`src/rtl/tia_pkg.sv`:
```
package tia_pkg;
  typedef enum logic [1:0] {
    DB_OFF   = 2'b00,
    DB_SHORT = 2'b01,
    DB_LONG  = 2'b10,
    DB_LONG2 = 2'b11
  } db_mode_t;

  typedef enum logic {
    WIN_OPEN   = 1'b0,
    WIN_EXTEND = 1'b1
  } win_state_t;
endpackage

```
`src/rtl/tia_edge_filter.sv`:
```
module tia_edge_filter #(
  parameter int LIM_W = 4
) (
  input  logic             clk,
  input  logic             rst,
  input  logic             raw,
  input  logic             fall_sel,
  input  logic [LIM_W-1:0] lim,
  output logic             edge_o
);
  logic             filt;
  logic             filt_q;
  logic [LIM_W-1:0] dcnt;
  logic             reach;

  // level must differ from the filtered value for lim consecutive samples
  assign reach = ({1'b0, dcnt} + (LIM_W+1)'(1)) >= {1'b0, lim};

  always_ff @(posedge clk) begin
    if (rst) begin
      filt   <= 1'b0;
      filt_q <= 1'b0;
      dcnt   <= '0;
    end else begin
      filt_q <= filt;
      if (raw == filt) begin
        dcnt <= '0;
      end else if (reach) begin
        filt <= raw;
        dcnt <= '0;
      end else begin
        dcnt <= dcnt + LIM_W'(1);
      end
    end
  end

  assign edge_o = fall_sel ? (filt_q & ~filt) : (filt & ~filt_q);
endmodule

```
`src/rtl/tia_interval_timer.sv`:
```
module tia_interval_timer #(
  parameter int DUR_W = 32
) (
  input  logic             clk,
  input  logic             rst,
  input  logic             start_ev,
  input  logic             stop_ev,
  output logic             busy_o,
  output logic             done_o,
  output logic [DUR_W-1:0] dur_o,
  output logic             sat_o
);
  localparam logic [DUR_W-1:0] DUR_MAX = '1;

  logic [DUR_W-1:0] ticks;

  always_ff @(posedge clk) begin
    if (rst) begin
      busy_o <= 1'b0;
      done_o <= 1'b0;
      ticks  <= '0;
      dur_o  <= '0;
      sat_o  <= 1'b0;
    end else begin
      done_o <= 1'b0;
      if (!busy_o) begin
        // stop while idle is dropped
        if (start_ev) begin
          busy_o <= 1'b1;
          ticks  <= '0;
        end
      end else if (stop_ev) begin
        busy_o <= 1'b0;
        done_o <= 1'b1;
        dur_o  <= (ticks == DUR_MAX) ? DUR_MAX : ticks + DUR_W'(1);
        sat_o  <= (ticks == DUR_MAX);
      end else if (ticks != DUR_MAX) begin
        // start while running is dropped
        ticks <= ticks + DUR_W'(1);
      end
    end
  end
endmodule

```
`src/rtl/tia_window_accum.sv`:
```
module tia_window_accum
  import tia_pkg::*;
#(
  parameter int ACC_W  = 48,
  parameter int CNT_W  = 24,
  parameter int DUR_W  = 32,
  parameter int GATE_W = 32,
  parameter int TAIL   = 165000
) (
  input  logic              clk,
  input  logic              rst,
  input  logic [GATE_W-1:0] gate_len,
  input  logic              done,
  input  logic [DUR_W-1:0]  dur,
  input  logic              dur_sat,
  output logic [ACC_W-1:0]  sum_o,
  output logic [CNT_W-1:0]  count_o,
  output logic              valid_o,
  output logic              zero_o,
  output logic              ovf_o
);
  localparam int TW = $clog2(TAIL + 1);
  localparam logic [CNT_W-1:0] CNT_MAX = '1;

  win_state_t        state;
  logic [GATE_W-1:0] gcnt;
  logic [TW-1:0]     tcnt;
  logic [ACC_W-1:0]  acc;
  logic [CNT_W-1:0]  cnt;
  logic              ovf;

  logic [ACC_W:0]    addend;
  logic [ACC_W:0]    acc_ext;
  logic [ACC_W-1:0]  acc_n;
  logic [CNT_W-1:0]  cnt_n;
  logic              cnt_sat;
  logic              ovf_n;
  logic              gexp;
  logic              tail_end;

  always_comb begin
    addend  = done ? {{(ACC_W+1-DUR_W){1'b0}}, dur} : '0;
    acc_ext = {1'b0, acc} + addend;
    acc_n   = acc_ext[ACC_W] ? '1 : acc_ext[ACC_W-1:0];
    cnt_sat = done && (cnt == CNT_MAX);
    if (!done)        cnt_n = cnt;
    else if (cnt_sat) cnt_n = CNT_MAX;
    else              cnt_n = cnt + CNT_W'(1);
    ovf_n    = ovf | acc_ext[ACC_W] | cnt_sat | (done & dur_sat);
    gexp     = ({1'b0, gcnt} + (GATE_W+1)'(1)) >= {1'b0, gate_len};
    tail_end = (tcnt == TW'(TAIL - 1));
  end

  always_ff @(posedge clk) begin
    if (rst) begin
      state   <= WIN_OPEN;
      gcnt    <= '0;
      tcnt    <= '0;
      acc     <= '0;
      cnt     <= '0;
      ovf     <= 1'b0;
      sum_o   <= '0;
      count_o <= '0;
      valid_o <= 1'b0;
      zero_o  <= 1'b0;
      ovf_o   <= 1'b0;
    end else begin
      valid_o <= 1'b0;
      acc     <= acc_n;
      cnt     <= cnt_n;
      ovf     <= ovf_n;
      case (state)
        WIN_OPEN: begin
          if (gexp) begin
            gcnt <= '0;
            if (cnt_n != '0) begin
              sum_o   <= acc_n;
              count_o <= cnt_n;
              zero_o  <= 1'b0;
              ovf_o   <= ovf_n;
              valid_o <= 1'b1;
              acc     <= '0;
              cnt     <= '0;
              ovf     <= 1'b0;
            end else begin
              state <= WIN_EXTEND;
              tcnt  <= '0;
            end
          end else begin
            gcnt <= gcnt + GATE_W'(1);
          end
        end
        WIN_EXTEND: begin
          if (done) begin
            sum_o   <= acc_n;
            count_o <= cnt_n;
            zero_o  <= 1'b0;
            ovf_o   <= ovf_n;
            valid_o <= 1'b1;
            acc     <= '0;
            cnt     <= '0;
            ovf     <= 1'b0;
            state   <= WIN_OPEN;
          end else if (tail_end) begin
            sum_o   <= '0;
            count_o <= '0;
            zero_o  <= 1'b1;
            ovf_o   <= ovf_n;
            valid_o <= 1'b1;
            ovf     <= 1'b0;
            state   <= WIN_OPEN;
          end else begin
            tcnt <= tcnt + TW'(1);
          end
        end
        default: state <= WIN_OPEN;
      endcase
    end
  end
endmodule

```
`src/rtl/interval_averager.sv`:
```
module interval_averager
  import tia_pkg::*;
#(
  parameter int TICK_HZ     = 5500000,
  parameter int DB_SHORT_MS = 3,
  parameter int DB_LONG_MS  = 50,
  parameter int TAIL_MS     = 30,
  parameter int ACC_W       = 48,
  parameter int CNT_W       = 24,
  parameter int DUR_W       = 32,
  parameter int GATE_W      = 32
) (
  input  logic              clk,
  input  logic              rst,
  input  logic              chan_a,
  input  logic              chan_b,
  input  logic              a_fall,
  input  logic              b_fall,
  input  logic [1:0]        db_sel,
  input  logic [GATE_W-1:0] gate_len,
  output logic [ACC_W-1:0]  sum_o,
  output logic [CNT_W-1:0]  count_o,
  output logic              valid_o,
  output logic              zero_o,
  output logic              ovf_o
);
  localparam int TPM       = TICK_HZ / 1000;
  localparam int DB_S_RAW  = TPM * DB_SHORT_MS;
  localparam int DB_L_RAW  = TPM * DB_LONG_MS;
  localparam int TAIL_RAW  = TPM * TAIL_MS;
  localparam int DB_S_CYC  = (DB_S_RAW < 1) ? 1 : DB_S_RAW;
  localparam int DB_L_CYC  = (DB_L_RAW < 1) ? 1 : DB_L_RAW;
  localparam int TAIL_CYC  = (TAIL_RAW < 1) ? 1 : TAIL_RAW;
  localparam int LIM_W     = $clog2(DB_L_CYC + 1);

  logic [LIM_W-1:0] lim;
  logic [1:0]       raw_v;
  logic [1:0]       fall_v;
  logic [1:0]       edge_v;
  logic             tmr_busy;
  logic             tmr_done;
  logic [DUR_W-1:0] tmr_dur;
  logic             tmr_sat;

  always_comb begin
    case (db_mode_t'(db_sel))
      DB_OFF:   lim = LIM_W'(1);
      DB_SHORT: lim = LIM_W'(DB_S_CYC);
      default:  lim = LIM_W'(DB_L_CYC);
    endcase
  end

  assign raw_v  = {chan_b, chan_a};
  assign fall_v = {b_fall, a_fall};

  for (genvar ch = 0; ch < 2; ch++) begin : g_chan
    tia_edge_filter #(.LIM_W(LIM_W)) u_filt (
      .clk      (clk),
      .rst      (rst),
      .raw      (raw_v[ch]),
      .fall_sel (fall_v[ch]),
      .lim      (lim),
      .edge_o   (edge_v[ch])
    );
  end

  tia_interval_timer #(.DUR_W(DUR_W)) u_tmr (
    .clk      (clk),
    .rst      (rst),
    .start_ev (edge_v[0]),
    .stop_ev  (edge_v[1]),
    .busy_o   (tmr_busy),
    .done_o   (tmr_done),
    .dur_o    (tmr_dur),
    .sat_o    (tmr_sat)
  );

  tia_window_accum #(
    .ACC_W  (ACC_W),
    .CNT_W  (CNT_W),
    .DUR_W  (DUR_W),
    .GATE_W (GATE_W),
    .TAIL   (TAIL_CYC)
  ) u_win (
    .clk      (clk),
    .rst      (rst),
    .gate_len (gate_len),
    .done     (tmr_done),
    .dur      (tmr_dur),
    .dur_sat  (tmr_sat),
    .sum_o    (sum_o),
    .count_o  (count_o),
    .valid_o  (valid_o),
    .zero_o   (zero_o),
    .ovf_o    (ovf_o)
  );
endmodule

```
`config.mk`:
```
export PLATFORM = sky130hd
export DESIGN_NAME = interval_averager
export DESIGN_NICKNAME = d
export VERILOG_FILES = /design/src/rtl/tia_pkg.sv /design/src/rtl/tia_edge_filter.sv /design/src/rtl/tia_interval_timer.sv /design/src/rtl/tia_window_accum.sv /design/src/rtl/interval_averager.sv
export SDC_FILE = /design/constraint.sdc
export NUM_CORES = 1
export LEC_CHECK = 0
export ABC_CLOCK_PERIOD_IN_PS = 14100
export BUFFER_PORTS_ARGS = -buffer_cell sky130_fd_sc_hd__buf_4
export CAP_MARGIN = 10
export CORE_MARGIN = 3
export CORE_UTILIZATION = 43
export CTS_CLUSTER_SIZE = 20
export DETAILED_ROUTE_END_ITERATION = 12
export PLACE_DENSITY = 0.61
export SLEW_MARGIN = 40
export SYNTH_ARGS = -nofsm -noshare
export SYNTH_HDL_FRONTEND = slang
export SYNTH_SLANG_ARGS = --single-unit
```
`constraint.sdc`:
```
create_clock -name clk -period 14.1 [get_ports clk]
set_clock_uncertainty 0.2 [all_clocks]
set_input_delay 2.115 -clock clk [delete_from_list [all_inputs] [get_ports clk]]
set_output_delay 2.115 -clock clk [all_outputs]
set_load 0.02 [all_outputs]
```
# Yosys cells after proc, flatten, opt, wreduce, memory -nomap -nowiden
# Cells that the tools add are included.
[totals]
ff_bits = 308
inputBits = 40
out_inout_bits = 75
word_cells = 144
[op_classes]
n_addsub = 10
order_cmp = 3
n_eq_ne = 15
n_mux = 65
bitwise_logic = 16
n_reduce_logical = 13
[op_table]
columns = ["operator", "n"]
rows = [
  ["$mux W48", 8],
  ["$mux W32", 7],
  ["$mux W24", 9],
  ["$pmux W48 S2", 2],
  ["$pmux W24 S2", 2],
  ["$mux W18", 4],
  ["$add A32 B1 Y32 const B", 2],
  ["$add A48 B49 Y49", 1],
  ["$add A19 B1 Y20 const B", 2],
  ["$ge A20 B19 Y1", 2],
  ["$add A19 B1 Y19 const B", 2],
  ["$pmux W19 S2", 1],
  ["$pmux W18 S2", 1],
  ["$add A32 B1 Y33 const B", 1],
  ["$ge A33 B32 Y1", 1],
  ["$eq A32 B32 Y1 const B", 1],
  ["$ne A32 B32 Y1 const B", 1],
  ["$mux W1", 26],
  ["$add A24 B1 Y24 const B", 1],
  ["$eq A24 B24 Y1 const B", 1],
  ["$reduce_bool A24 Y1", 1],
  ["$add A18 B1 Y18 const B", 1],
  ["$eq A18 B18 Y1 const B", 1],
  ["$ne A2 B2 Y1 const B", 5],
  ["other kinds (16)", 39],
]

# Logic depth before layout (Yosys ltp)
[depth]
word_depth = 8
ltp_mapped = 21
depth_no_buf = 18

# Cells and area by module
# A second synthesis with hierarchy kept.
[unflattened]
hier_cells = 2154
area_unflattened_um2 = 17717.0
[modules_own_cells]
columns = ["module", "n_inst", "cells_per_inst", "area_each_um2", "seq_area_each_um2"]
rows = [
  ["tia_window_accum", 1, 1468, 11616.1, 3983.8],
  ["tia_interval_timer", 1, 345, 3066.7, 1341.3],
  ["tia_edge_filter", 2, 168, 1505.2, 420.4],
  ["interval_averager", 1, 5, 23.8, 0.0],
]

# Worst setup path before layout
# OpenSTA, ideal clock, no wires.
[synth_timing]
path_kind = "register to register"
start = "register u_win.gcnt[6]"
end = "register u_win.gcnt[24]"
setup_ns = 0.132
arrival_ns = 4.545
required_time_ns = 13.768
setup_slack_ns = 9.222
stages_incl_launch_ff = 19
n_path_buf = 4
synth_period_minus_slack_ns = 4.878
cell_sequence = "dfxtp_1 > clkbuf_1 > nand2_1 > nor3_1 > or3b_2 > clkbuf_1 > nor3_1 > nand3_1 > xnor2_1 > ha_1 > nand4_1 > or4_1 > o311ai_1 > a211o_1 > clkbuf_1 > buf_1 > nor2_1 > o21ai_0 > a21oi_1"
[synth_via]
elab_chain_len = 3
elab_cells_between_ends = 4
cone_classes = "add/sub (2); order compare (1); mux (1)"
[synth_lines]
columns = ["item", "line", "rtl"]
rows = [
  ["start, declared", "tia_window_accum.sv:26", "logic [GATE_W-1:0] gcnt;"],
  ["start signal, assigned", "tia_window_accum.sv:90", "gcnt <= gcnt + GATE_W'(1);"],
  ["$add A32 B1 Y33", "tia_window_accum.sv:50", "gexp = ({1'b0, gcnt} + (GATE_W+1)'(1)) >= {1'b0, gate_len};"],
  ["$ge A33 B32 Y1", "tia_window_accum.sv:50", ""],
  ["$mux W32 *", "tia_window_accum.sv:74", "if (gexp) begin"],
]
# Every way passes the cells marked *; elsewhere a longest branch is shown, timed or not.
# A chain may end at the register's enable or synchronous reset.

# Worst setup path in the final report
[layout_timing]
start = "register u_win.gcnt[0]"
end = "register u_win.sum_o[30]"
[layout_via]
elab_chain_len = 4
[layout_lines]
columns = ["item", "line", "rtl"]
rows = [
  ["$add A32 B1 Y33", "tia_window_accum.sv:50", ""],
  ["$ge A33 B32 Y1", "tia_window_accum.sv:50", ""],
  ["$ne A2 B1 Y1 (no line)", "-", ""],
  ["$reduce_and A3 Y1 (no line)", "-", ""],
  ["end signal, assigned", "tia_window_accum.sv:77", "sum_o <= acc_n;"],
  ["end signal, assigned", "tia_window_accum.sv:95", "sum_o <= acc_n;"],
  ["end, declared", "tia_window_accum.sv:16", "output logic [ACC_W-1:0] sum_o,"],
]
# Every way passes these cells.

==> results.cfg <==
[run_status]
outcome = finished, final reports clean

[clocking]
cts-buffers-inserted = 35
root_buffer = clkbuf_16
cts_setup_buffers = 0
clock_path_buffers = 3
cts_resized = 0
clkLatencyLatePin_ns = 0.54
ctsHoldBuffers = 0
htree_num_levels = 2
cts_tree = built
clk_pin_slew_worst_paths_ns = 0.06
cts_num_sinks = 308

[pwr]
netSwitchingPower_uw = 388.6
ir_worst_vdd_mv = 0.08875
p_clk_frac = 0.501
p_comb_frac = 0.024
p_seq_frac = 0.476
p_int_uw = 1447
p_sw_frac = 0.2117
leakagePower_uw = 0.007848
pwr_density_cell_nw_per_um2 = 94.56

[run]
maxCapViolCount = 0

[drt]
wl_per_cell_um = 15.79
drt_iter0_markers = 1007
detail-route-antenna-nets = 0
dr.pass1.iters = 5
viasPerCell = 5.533
num_vias = 14960
drc_errors = 0
routed_wl_um = 42670

[timing]
min_period_ns = 5.946
setup_viol = 0
hold_viol = 0
rsz0062_at_grt = false
worst_pin_slew_ns = 0.8119
max_freq_mhz = 168.2
post-route-period-util = 0.4217
fin_setup_tns_ns = 0
max_slew_margin = 0.4573
final_max_slew_viol_count = 0

[setup_path]
cp_slowest_stage_delay_ns = 0.58
startpoint_type = flop
rr_endpoint = u_win.sum_o[30]
end_kind = flop
cpMaxStageDelayCell = or4_1
r2r_slack_ns = 8.15
required_ns = 14.34
reg2reg_from = u_win.gcnt[0]
crit_type = reg -> reg
crit_chain = nand2_1 > nor3_1 > or3b_2 > nor3_1 > nand3_1 > xnor2_1 > ha_1 > nand4_1 > or4_1 > o311ai_1 > a211oi_4 > buf_4 > nor2_8 > nand2_2 > o21ai_0
cp_data_arrival_time_ns = 6.18
reg2reg_depth = 15
cpMostUsedCell = nor3_1
path_max_fanout = 46

[yosys]
netlist_area_um2 = 17170
ys_types = 88
ys_seq_area_frac = 0.3592
syn_inst = 2120
synth.top_cells.by_area = dfxtp_1 36%, ha_1 6.7%, nor2_1 5.9%, nand2_1 4.6%, xnor2_1 4.5%
netlist.top_cell.by_area = dfxtp_1
synth_top_area_frac = 0.3592
syn-num-nets = 2253
ys_async_sr_fraction = 0
syn_area_per_cell_um2 = 8.098
synth_edf_count = 0
yosysWarnings = 0
synth_flop_cell = dfxtp_1
ys_seq_elements = 308

[placed_design]
dp_cells = 2643
hpwl_um = 29970
numPortBuffers = 114
routabilityCongestion = 0.8582

[layout]
nets = 2295
layout_common_cells = 308 x dfxtp_1, 270 x nor2_1, 210 x nand2_1
drive_above_1_share = 0.1085
fin_cells = 2703
area_growth_pct = 13.07
diodes = 0
layout_commonest_cell = dfxtp_1

[global_routing]
grt_max_degree = 76
grt_pass1_vias = 14070
grt_pass1_wl_um = 70360
grt_util_all_layers = 0.1977
gr-total-overflow = 0
antenna_found_initial = 0

[floorplanning]
initial_utilization = 0.4401
core_area_um2 = 39010
fp.dieH_um = 205.8
io_pins = 115
die_w_um = 205.8
die_area_um2 = 42360
num_rows = 72

[worst_hold_path]
holdCritStartpoint = u_win.sum_o[38]
worstHoldPathType = reg -> reg
holdPathStages = 2
holdPathEnd = u_win.sum_o[38]
==> registers in the layout, indices dropped and copies added (netlist names), 2 cells and up <==
name / flops
u_tmr.ticks: 32
g_chan.u_filt.filt: 2
u_win.tcnt: 18
u_win.acc: 48
u_tmr.dur_o: 32
g_chan.u_filt.filt_q: 2
u_win.gcnt: 32
g_chan.u_filt.dcnt: 38
u_win.count_o: 24
u_win.cnt: 24
u_win.sum_o: 48
==> worst max-delay path, delay by kind of cell (launching register included) <==
family                   cells  cell delay (ns)
AND/OR/NAND/NOR              9             3.44
AO/OA/AOI/OAI                3             0.94
flip-flops                   1             0.42
buffers and inverters        1             0.32
adder cells (fa/ha/maj)      1             0.31
XOR/XNOR                     1             0.21
==> stage by stage <==
stage	total power (µW)	hold slack (ns)	utilization	worst slack [ns]	area, µm²
floorplan	918.7	0.2273	-	9.222	17170
global placement	935.2	0.2402	0.4673	7.872	18230
detailed placement	936.2	0.2467	0.4675	8.052	18240
CTS	1862	0.2561	0.4970	8.069	19390
global route	1898	0.2686	0.4976	7.657	19410
finish	1836	0.2504	0.4976	8.154	19410
==> metal layers <==
metal / wire, µm / GRT usage
met3: 2052 / 0.02958
met5: 0 / 0
met2: 19710 / 0.3304
met1: 20250 / 0.2683
met4: 655 / 0.04970
==> worst max-delay path by stage <==
stage	from	end	slack, ns	depth (start not counted)
after detailed placement	u_win.gcnt[0]	u_win.ovf_o	8.05	15
after floorplan	u_win.gcnt[6]	u_win.gcnt[24]	9.22	18
final	u_win.gcnt[0]	u_win.sum_o[30]	8.15	15
after CTS	u_win.gcnt[0]	u_win.ovf_o	8.07	15
after global routing	u_win.gcnt[2]	u_win.sum_o[30]	7.66	15
after global placement	u_win.gcnt[2]	u_win.ovf_o	7.87	15
==> cells in the mapped netlist (53+ instances only) <==
library cell and n:
dfxtp_1 308, o21ai_0 109, a22oi_1 63, nand3_1 87, inv_1 53, ha_1 92, xor2_1 56, clkbuf_1 84
and3_1 58, nor2_1 271, xnor2_1 89, a21oi_1 127, nand2_1 211
==> power by group through the flow <==
stage	clock network (µW)	logic, µW	registers, µW
detailed placement	0	44.0	892
finish	919	43.5	873
global route	976	49.4	873
floorplan	0	26.8	892
CTS	945	44.1	873
global placement	0	43.1	892
==> kinds of logic after synthesis <==
logic type / count (synthesis) / share of synthesized area
DFF: 308 / 0.3592
buffers and inverters: 175 / 0.04468
muxes: 17 / 0.01013
and+or+nand+nor: 881 / 0.2534
xor gates and xnor gates: 146 / 0.07492
adders and majority gates: 93 / 0.06822
AOI/OAI and AO/OA: 500 / 0.1895
==> area by class of cell <==
| cell class | count | area, µm² |
|---|---|---|
| fillers | 3797 | 19600 |
| multi-input cells | 1637 | 10290 |
| flip-flops and latches | 308 | 6166 |
| clock buffers | 51 | 1028 |
| repair buffers | 127 | 953.4 |
| well taps | 518 | 648.1 |
| inverters | 53 | 198.9 |
| clock inverters | 9 | 122.6 |
(Power assumes the default switching activity.)
